[config.mk]
export PLATFORM = sky130hd
export DESIGN_NAME = wguard_top
export DESIGN_NICKNAME = d
export VERILOG_FILES = /design/src/rtl/wguard_pkg.sv /design/src/rtl/wguard_field.sv /design/src/rtl/wguard_bank.sv /design/src/rtl/wguard_top.sv
export SDC_FILE = /design/constraint.sdc
export NUM_CORES = 1
export LEC_CHECK = 0
export BUFFER_PORTS_ARGS = -buffer_cell sky130_fd_sc_hd__buf_2
export CORE_MARGIN = 5
export CORE_UTILIZATION = 34
export DETAILED_ROUTE_END_ITERATION = 8
export GPL_TIMING_DRIVEN = 0
export PLACE_DENSITY_LB_ADDON = 0.12
export RECOVER_POWER = 100
export SYNTH_ARGS = -nofsm -noshare
export SYNTH_HDL_FRONTEND = slang
export SYNTH_HIERARCHICAL = 1
export SYNTH_SLANG_ARGS = --single-unit
[constraint.sdc]
create_clock -name clk -period 2.64 [get_ports clk]
set_clock_uncertainty 0.15 [all_clocks]
set_input_delay 0.264 -clock clk [delete_from_list [all_inputs] [get_ports clk]]
set_output_delay 0.264 -clock clk [all_outputs]
set_load 0.1 [all_outputs]
[src/rtl/wguard_pkg.sv]
package wguard_pkg;

   typedef enum logic [1:0] {
      PC_OFF    = 2'b00,
      PC_ON     = 2'b01,
      PC_OFF_LK = 2'b10,
      PC_ON_LK  = 2'b11
   } prot_code_e;

   localparam int MUX_LSB = 0;
   localparam int CLK_LSB = 2;
   localparam int CTRL_W  = 2;
   localparam int USED_W  = 4;

   function automatic logic code_active(input logic [1:0] c);
      return c[0];
   endfunction

   function automatic logic code_locked(input logic [1:0] c);
      return c[1];
   endfunction

endpackage

[src/rtl/wguard_field.sv]
module wguard_field
   import wguard_pkg::*;
(
   input  logic       clk,
   input  logic       rst_n,
   input  logic       wr,
   input  logic [1:0] wval,
   output logic [1:0] code,
   output logic       active
);

   prot_code_e state_q;

   always_ff @(posedge clk or negedge rst_n) begin
      if (!rst_n) begin
         state_q <= PC_OFF;
      end else if (wr && !code_locked(state_q)) begin
         state_q <= prot_code_e'(wval);
      end
   end

   assign code   = state_q;
   assign active = code_active(state_q);

endmodule

[src/rtl/wguard_bank.sv]
module wguard_bank #(
   parameter int ADDR_W = 8,
   parameter int DATA_W = 16,
   parameter int REG_W  = 16,
   parameter int N_REGS = 4,
   parameter int BASE   = 8
) (
   input  logic                    clk,
   input  logic                    rst_n,
   input  logic [ADDR_W-1:0]       addr,
   input  logic                    wr,
   input  logic [DATA_W-1:0]       wdata,
   input  logic                    guard,
   output logic                    hit,
   output logic                    blocked,
   output logic [DATA_W-1:0]       rd,
   output logic [N_REGS*REG_W-1:0] flat
);

   localparam int FLAT_W = N_REGS * REG_W;

   if (REG_W < 1 || REG_W > DATA_W) begin : g_bad_w
      $error("wguard_bank: REG_W must be in 1..DATA_W");
   end
   if (N_REGS < 1) begin : g_bad_n
      $error("wguard_bank: N_REGS must be at least 1");
   end

   logic [N_REGS-1:0] sel;
   logic [REG_W-1:0]  rd_narrow;
   logic [REG_W-1:0]  store [N_REGS];

   for (genvar i = 0; i < N_REGS; i++) begin : g_reg
      localparam logic [ADDR_W-1:0] MY_ADDR = ADDR_W'(BASE + i);
      assign sel[i] = (addr == MY_ADDR);

      always_ff @(posedge clk or negedge rst_n) begin
         if (!rst_n) begin
            store[i] <= '0;
         end else if (wr && sel[i] && !guard) begin
            store[i] <= wdata[REG_W-1:0];
         end
      end

      assign flat[i*REG_W +: REG_W] = store[i];
   end

   assign hit     = |sel;
   assign blocked = wr && hit && guard;

   always_comb begin
      rd_narrow = '0;
      for (int k = 0; k < N_REGS; k++) begin
         if (sel[k]) begin
            rd_narrow = rd_narrow | flat[k*REG_W +: REG_W];
         end
      end
   end

   if (REG_W == DATA_W) begin : g_full
      assign rd = rd_narrow;
   end else begin : g_pad
      assign rd = {{(DATA_W-REG_W){1'b0}}, rd_narrow};
   end

   if (FLAT_W > 4096) begin : g_too_big
      $error("wguard_bank: storage too large");
   end

endmodule

[src/rtl/wguard_top.sv]
module wguard_top
   import wguard_pkg::*;
#(
   parameter int ADDR_W    = 8,
   parameter int DATA_W    = 16,
   parameter int REG_W     = 16,
   parameter int MUX_REGS  = 4,
   parameter int CLK_REGS  = 3,
   parameter int PROT_ADDR = 0,
   parameter int MUX_BASE  = 8,
   parameter int CLK_BASE  = 16
) (
   input  logic              clk,
   input  logic              rst_n,
   input  logic [ADDR_W-1:0] bus_addr,
   input  logic              bus_wr,
   input  logic [DATA_W-1:0] bus_wdata,
   output logic [DATA_W-1:0] bus_rdata,
   output logic              prot_viol
);

   localparam int MUX_END = MUX_BASE + MUX_REGS;
   localparam int CLK_END = CLK_BASE + CLK_REGS;
   localparam logic [ADDR_W-1:0] PROT_A = ADDR_W'(PROT_ADDR);

   if (DATA_W < USED_W) begin : g_bad_dw
      $error("wguard_top: DATA_W too small for protection fields");
   end
   if (MUX_END > (1 << ADDR_W) || CLK_END > (1 << ADDR_W)) begin : g_bad_aw
      $error("wguard_top: register groups exceed address space");
   end
   if (!(MUX_END <= CLK_BASE || CLK_END <= MUX_BASE)) begin : g_overlap
      $error("wguard_top: register groups overlap");
   end
   if ((PROT_ADDR >= MUX_BASE && PROT_ADDR < MUX_END) ||
       (PROT_ADDR >= CLK_BASE && PROT_ADDR < CLK_END)) begin : g_prot_clash
      $error("wguard_top: protection address inside a group");
   end

   logic                     prot_sel;
   logic                     prot_wr;
   logic [1:0]               mux_code;
   logic [1:0]               clk_code;
   logic                     mux_on;
   logic                     clk_on;
   logic [USED_W-1:0]        prot_code;
   logic                     mux_hit;
   logic                     clk_hit;
   logic                     mux_blk;
   logic                     clk_blk;
   logic [DATA_W-1:0]        mux_rd;
   logic [DATA_W-1:0]        clk_rd;
   logic [MUX_REGS*REG_W-1:0] mux_flat;
   logic [CLK_REGS*REG_W-1:0] clk_flat;

   assign prot_sel = (bus_addr == PROT_A);
   assign prot_wr  = bus_wr && prot_sel;

   wguard_field u_mux_ctl (
      .clk    (clk),
      .rst_n  (rst_n),
      .wr     (prot_wr),
      .wval   (bus_wdata[MUX_LSB +: CTRL_W]),
      .code   (mux_code),
      .active (mux_on)
   );

   wguard_field u_clk_ctl (
      .clk    (clk),
      .rst_n  (rst_n),
      .wr     (prot_wr),
      .wval   (bus_wdata[CLK_LSB +: CTRL_W]),
      .code   (clk_code),
      .active (clk_on)
   );

   assign prot_code = {clk_code, mux_code};

   wguard_bank #(
      .ADDR_W (ADDR_W),
      .DATA_W (DATA_W),
      .REG_W  (REG_W),
      .N_REGS (MUX_REGS),
      .BASE   (MUX_BASE)
   ) u_mux_bank (
      .clk     (clk),
      .rst_n   (rst_n),
      .addr    (bus_addr),
      .wr      (bus_wr),
      .wdata   (bus_wdata),
      .guard   (mux_on),
      .hit     (mux_hit),
      .blocked (mux_blk),
      .rd      (mux_rd),
      .flat    (mux_flat)
   );

   wguard_bank #(
      .ADDR_W (ADDR_W),
      .DATA_W (DATA_W),
      .REG_W  (REG_W),
      .N_REGS (CLK_REGS),
      .BASE   (CLK_BASE)
   ) u_clk_bank (
      .clk     (clk),
      .rst_n   (rst_n),
      .addr    (bus_addr),
      .wr      (bus_wr),
      .wdata   (bus_wdata),
      .guard   (clk_on),
      .hit     (clk_hit),
      .blocked (clk_blk),
      .rd      (clk_rd),
      .flat    (clk_flat)
   );

   always_ff @(posedge clk or negedge rst_n) begin
      if (!rst_n) begin
         prot_viol <= 1'b0;
      end else begin
         prot_viol <= mux_blk || clk_blk;
      end
   end

   always_comb begin
      bus_rdata = '0;
      if (prot_sel) begin
         bus_rdata[USED_W-1:0] = prot_code;
      end else if (mux_hit) begin
         bus_rdata = mux_rd;
      end else if (clk_hit) begin
         bus_rdata = clk_rd;
      end
   end

endmodule

==> metrics.txt, run 1 <==
status=finished, final reports clean; RSZ-0062 raised after global routing=false; first-pass iteration count of the detailed router=4; GR peak layer=met2; worst-margin pin slew=1.379 ns; Final Slew Violations=0; initial antenna violation count=0; Pwr Density=between 600 and 700 mW/mm²; Root Driver=clkbuf_16; CP Data Required Time=2.23 ns; Final ANT Viol Nets=0; port bufs=43; die area=0.02004 mm²; Layout area overhead=22.05%; final setup fails=0; Post-Syn Area=a little under 0.006 mm²; # clock sinks=117; Finished Cell Area=between 0.007 and 0.008 mm²; All-Layer GR Usage=0.1568; Starting Density=0.3438; Worst setup SP type=flop; EDFF count, synth=0; period utilisation layout=0.9549; cts bufs inserted=17; Main synth FF type=dfrtp_1; WL per Instance=just over 20 µm; Syn Area/Cell=14.01 µm²; vias=between 3k and 4k; reg2reg setup slack=about 0.15 ns; post-layout min period=around 2.5 ns; CTS tree=done; number of vias per cell=between 5 and 6; final wirelength=14690 µm; Max FO, Critical Path=2; Clock Pin Slew Worst Setup and Hold Paths=0.05 ns; worst hold path class=input pin to flop; most numerous cell in the Yosys netlist=dfrtp_1; dpl hpwl=~9600 µm; Pleak=3.417 nW; Synth cell types=33; remaining global-route overflow=0; vias in the first global route=~3.9k; clk_lat worst skew=slightly above 0.4 ns; IO Pins=44; slew margin rel.=0.08047; Hold Worst Slack=0.006734 ns; cell type with the largest total area after synthesis=dfrtp_1; GPL Wtd Cong=between 0.7 and 0.8; share of layout cells above drive strength 1=0.4900; arrival time worst endpoint=roughly 2.1 ns; Net Count, Synth=around 450; initial DRC count=around 220; # diodes=0; async set-reset flop share out of synthesis=1.000; Setup CP Type=flop to output port; GR Layer Usage met1=0.2186; Post-route DRC=0; die span in x=between 100 and 150 µm; top cells by area, synth=dfrtp_1 50%, mux2_2 14%, mux2_4 6.6%, mux4_2 6.1%, mux2_1 3.8%; first-pass GRT wire length=between 20000 and 25000 µm; max-capacitance violation count=0; Final Hold Vio Count=0; GR Layer Usage met2=0.2409; post-synth top area share=0.4976; peak supply drop=between 400 and 500 µV; Ys Warns=6; Mapped Cells=420; NumNets Final=approximately 520; sequential fraction of the synthesis area=0.4976; largest net degree at the start of global routing=65; routing usage on met3=0.03505; core region area=0.01712 mm²; Fillers=1615; placed inst area=between 0.006 and 0.007 mm²; Yosys reg bits=~120; Clock Tree Buf Depth=2; fmax=slightly below 400 MHz; Max H-tree Level=4; Die Ht=141.6 µm; most frequent cells after synthesis=117 x dfrtp_1, 72 x mux2_2, 26 x mux2_4; num rows=48; Setup crit end kind=output port; final core occ=0.4196
## final timing paths
kind / startpoint / to / depth (start not counted)
min in group asynchronous: rst_n / u_mux_bank/flat[28] / 2
max: u_mux_bank/flat[51] / bus_rdata[3] / 5
min reg2reg: u_mux_bank/flat[57] / u_mux_bank/flat[57] / 1
max reg2reg: u_mux_ctl/code[0] / u_mux_bank/flat[21] / 4
min: bus_wdata[10] / u_mux_bank/flat[10] / 2
max in group asynchronous: rst_n / u_mux_bank/flat[53] / 3
## repair_timing
| item | CTS | global route |
|---|---|---|
| cloned | 0 | 0 |
| buffers inserted | 4 | 0 |
| pin swaps | 3 | 0 |
| hold endpoints to repair | 54 | 0 |
| hold buffers | 2 | 0 |
| endpoints found under the setup margin | 16 | 16 |
| resized for setup | 34 | 29 |
## power breakdown
part           internal, mW  total, mW  switching, mW
logic                 0.141      0.294          0.153
registers              1.88       1.92         0.0400
clock network          1.48       2.28          0.792
## critical path: stages (launching register included)
cell	delay, ns
dfrtp_1	0.38
mux4_2	0.48
nor2b_1	0.15
a22o_1	0.23
mux2_4	0.28
buf_6	0.19
## registers in the layout, indices dropped and copies added (netlist names)
register and count:
u_clk_ctl/code 2, u_mux_ctl/code 2, prot_viol 1, u_clk_bank/flat 48
u_mux_bank/flat 64
## final cells by class
type	instances	area, µm²	area share
flip-flops and latches	117	2928	0.4077
multi-input cells	276	2831	0.3943
clock buffers	24	491.7	0.06847
repair buffers	50	367.9	0.05122
well taps	225	281.5	0.03920
plain buffers	26	180.2	0.02509
clock inverters	8	97.59	0.01359
inverters	1	3.754	0.0005226
## cells in the final DEF, fill, tap and decap left out, drive strengths merged
master	synthesis	routed
a211oi	1	1
a21o	2	2
a21oi	18	18
a22o	4	4
a22oi	11	11
and2	1	1
and2b	3	3
and4	1	1
and4bb	1	1
buf	17	54
bufinv	0	2
clkbuf	9	44
clkinv	0	3
clkinvlp	0	3
dfrtp	117	117
dlygate4sd3	0	2
inv	1	1
mux2	118	118
mux2i	16	16
mux4	16	16
nand2	20	20
nand3	1	1
nand3b	2	2
nand4	3	3
nand4b	2	2
nor2	16	16
nor2b	19	19
nor4	1	1
nor4b	1	1
or2	17	17
or4	2	2
## per-stage QoR
step                TNS [ns]  setup WS (ns)  instances  power, mW
finish                     0         0.1192        727      4.489
global route               0        0.01532        727      4.671
CTS                        0      0.0001781        727      4.574
detailed placement    -11.82        -0.7970        689      2.262
global placement      -50.80        -0.7475        688      2.246
floorplan           -0.04164       -0.04164        420      2.119
## per-layer routing
layer	vias to the layer above	routed length [µm]
met5	-	0
met4	0	295
met3	21	496
met2	75	6888
met1	1866	7005
li1	1675	-
## kinds of logic (layout without fill, tap and decap cells)
group | count (synthesis) | in the layout | share of synthesized area
multiplexers | 150 | 150 | 0.3309
flip-flops | 117 | 117 | 0.4976
AND/OR/NAND/NOR | 90 | 90 | 0.1053
AO/OA/AOI/OAI | 36 | 36 | 0.03955
buffers and inverters | 27 | 109 | 0.02679
Power figures use the tool's default switching activity.
==> inputs of run 2 (changes only) <==
Clock period 2.64 ns to 2.6 ns, I/O delays scaled along.
==> run 2 against run 1 <==
  * Routed wire length up 1.0%
  * Combinational power up 7.8%
  * Flip-flop and latch count unchanged
  * Worst setup slack worse by 0.046 ns
  * Critical path type unchanged
  * Critical endpoint is now bus_rdata[0]
  * Highest routed layer unchanged
==> metrics.txt, run 2 (synthesis gave the netlist of run 1 again) <==
CTS tree=done; IO Pins=44 (unchanged); GPL Wtd Cong=0.7238 (-4.4%); Max H-tree Level=4 (unchanged); cell family with most CP delay=multiplexers; Final ANT Viol Nets=0 (unchanged); vias in the first global route=3965 (+2.1%); Sw Share=0.2123 (-0.007240); status=finished, final reports clean; Setup crit end kind=output port; max FFs per register=64 (unchanged); reg2reg path depth=5 (+1); remaining global-route overflow=0 (unchanged); CP Data Required Time=2.19 ns (-0.04 ns); final setup fails=0 (unchanged); Post-route DRC=0 (unchanged); CP Depth=5 (unchanged); Layout area overhead=25.90%; Net Switching=1.029 mW (+4.4%); vias=3631 (-0.16%); All-Layer GR Usage=0.1579 (+0.001106); number of vias per cell=4.988 (-0.30%); peak supply drop=460.9 µV (+12%); first-pass iteration count of the detailed router=4 (unchanged); WL per Instance=20.38 µm (+0.89%); placed inst area=0.006539 mm² (about the same); largest net degree at the start of global routing=69 (+6.2%); worst setup path startpoint=u_mux_bank/flat[48]; Setup CP Type=flop to output port; DP Cell Count=689 (unchanged); cts bufs inserted=17 (unchanged); num rows=48 (unchanged); CP max stage delay=0.47 ns (about the same); NumNets Final=518 (+0.39%); period utilisation layout=0.9719; first-pass GRT wire length=23630 µm (+1.4%); initial DRC count=110 (-50%); Gate power share=0.066 (about the same); share of layout cells above drive strength 1=0.5249 (+0.03481); Final Hold Vio Count=0 (unchanged); pre-CTS setup slack=-0.7943 ns (+0.002718 ns); reg2reg setup slack=0.45 ns (+0.30 ns); Pleak=3.595 nW (+5.2%); Max FO, Critical Path=2 (unchanged); die area=0.02004 mm² (unchanged); Buf/Inv on CP=1 (unchanged); Clock Tree Buf Depth=2 (unchanged); die span in x=141.6 µm (unchanged); core region area=0.01712 mm² (unchanged); worst hold path class=input pin to flop; port bufs=43 (unchanged); crit-path cells=mux4_2, nor2b_1, a22o_1, mux2_4, buf_6; Clock Pin Slew Worst Setup and Hold Paths=0.06 ns (about the same); Critical Path Sink=bus_rdata[0]; max-capacitance violation count=0 (unchanged); Worst setup SP type=flop; post-layout min period=about 2.5 ns; worst-margin pin slew=1.326 ns (-0.05306 ns); # diodes=0 (unchanged); Hold Worst Slack=0.01734 ns (+0.01061 ns); worst reg2reg path startpoint=u_mux_ctl/code[0]; slew margin rel.=0.1158 (+0.03537); initial antenna violation count=0 (unchanged); leading cell type in the layout, fill and taps excluded=dfrtp_1; Starting Density=0.3438 (unchanged); arrival time worst endpoint=2.12 ns (about the same); Die Ht=141.6 µm (unchanged); # clock sinks=117 (unchanged); Finished Cell Area=0.007408 mm² (+3.2%); RSZ-0062 raised after global routing=true; Pwr Density=654.2 mW/mm² (+4.7%); Root Driver=clkbuf_16; final wirelength=14840 µm (+1.0%); dpl hpwl=9584 µm (+0.33%); clock power share=0.532 (+0.025); Internal Pwr Total=3.818 mW (+9.0%); clk_lat worst skew=0.41 ns (about the same); post-route insts no fill=728 (+0.14%); Reg power frac=0.403 (-0.025); FF-to-FF End=u_mux_bank/flat[60]; Final Slew Violations=0 (unchanged); Worst path slowest cell=mux4_2; most frequent cells in the layout=117 x dfrtp_1, 72 x mux2_2, 30 x buf_2; final worst setup slack=0.07306 ns (-0.04612 ns); Tot Pwr=4.847 mW (+8.0%); fmax=395.7 MHz
## run 2: cell count changes in the layout (fill, tap and decap cells not counted), moves of 3 or more
cell | previous run | this run
mux2_4 | 10 | 26
nand4_2 | 0 | 3
a22oi_1 | 1 | 10
clkbuf_1 | 7 | 3
clkbuf_2 | 11 | 4
a22oi_2 | 10 | 1
dlygate4sd3_1 | 2 | 5
mux2_1 | 36 | 20
buf_6 | 16 | 19
clkbuf_8 | 6 | 9
nand4_1 | 3 | 0
## run 2: final cells by class
cell class | instances | area (µm²)
Buffer | 25 | 211.5
Clock buffer | 24 | 511.7
Clock inverter | 7 | 141.4
Fill cell | 1578 | 9708
Inverter | 1 | 3.754
Multi-Input combinational cell | 276 | 2919
Sequential cell | 117 | 2928
Tap cell | 225 | 281.5
Timing Repair Buffer | 53 | 411.6
## run 2: worst min-delay path by stage
stage                        start                   to  slack (ns)  cells after the start
2_1_floorplan                rst_n            prot_viol       -0.19                      0
3_3_place_gp   u_mux_bank/flat[60]  u_mux_bank/flat[60]        0.32                      1
3_5_place_dp                 rst_n  u_mux_bank/flat[38]        0.09                      1
4_1_cts               bus_wdata[7]  u_mux_bank/flat[39]       0.001                      2
5_1_grt               bus_wdata[8]   u_mux_bank/flat[8]        0.02                      2
6_report             bus_wdata[14]  u_mux_bank/flat[46]        0.02                      2
## run 2: what timing repair did
| action | 4_1_cts | 5_1_grt |
|---|---|---|
| setup buffers | 4 | 0 |
| endpoints found under the hold margin | 57 | 0 |
| resized for setup | 35 | 19 |
| setup endpoints to repair | 16 | 14 |
| hold buffers | 5 | 0 |
| pin swaps | 3 | 1 |
## run 2: routing by layer
metal / vias to the layer above / part of all wire / track usage
li1: 1668 / - / -
met3: 13 / 0.036 / 0.04382
met1: 1891 / 0.49 / 0.2196
met5: - / 0 / 0
met2: 59 / 0.47 / 0.2434
met4: 0 / 0.010 / 0.04343
## run 2: power groups by stage
stage / logic (mW) / clock network (mW) / registers (mW)
after floorplan: 0.182 / 0 / 1.97
after CTS: 0.329 / 2.64 / 1.95
final: 0.317 / 2.58 / 1.95
after global routing: 0.352 / 2.72 / 1.96
after global placement: 0.302 / 0 / 1.98
after detailed placement: 0.316 / 0 / 1.98
## run 2: metrics by stage
| step | util | setup TNS [ns] |
|---|---|---|
| detailed placement | 0.3820 | -11.44 |
| global route | 0.4328 | -0.02183 |
| floorplan | - | -0.06451 |
| finish | 0.4328 | 0 |
| CTS | 0.4303 | 0 |
| global placement | 0.3800 | -55.79 |
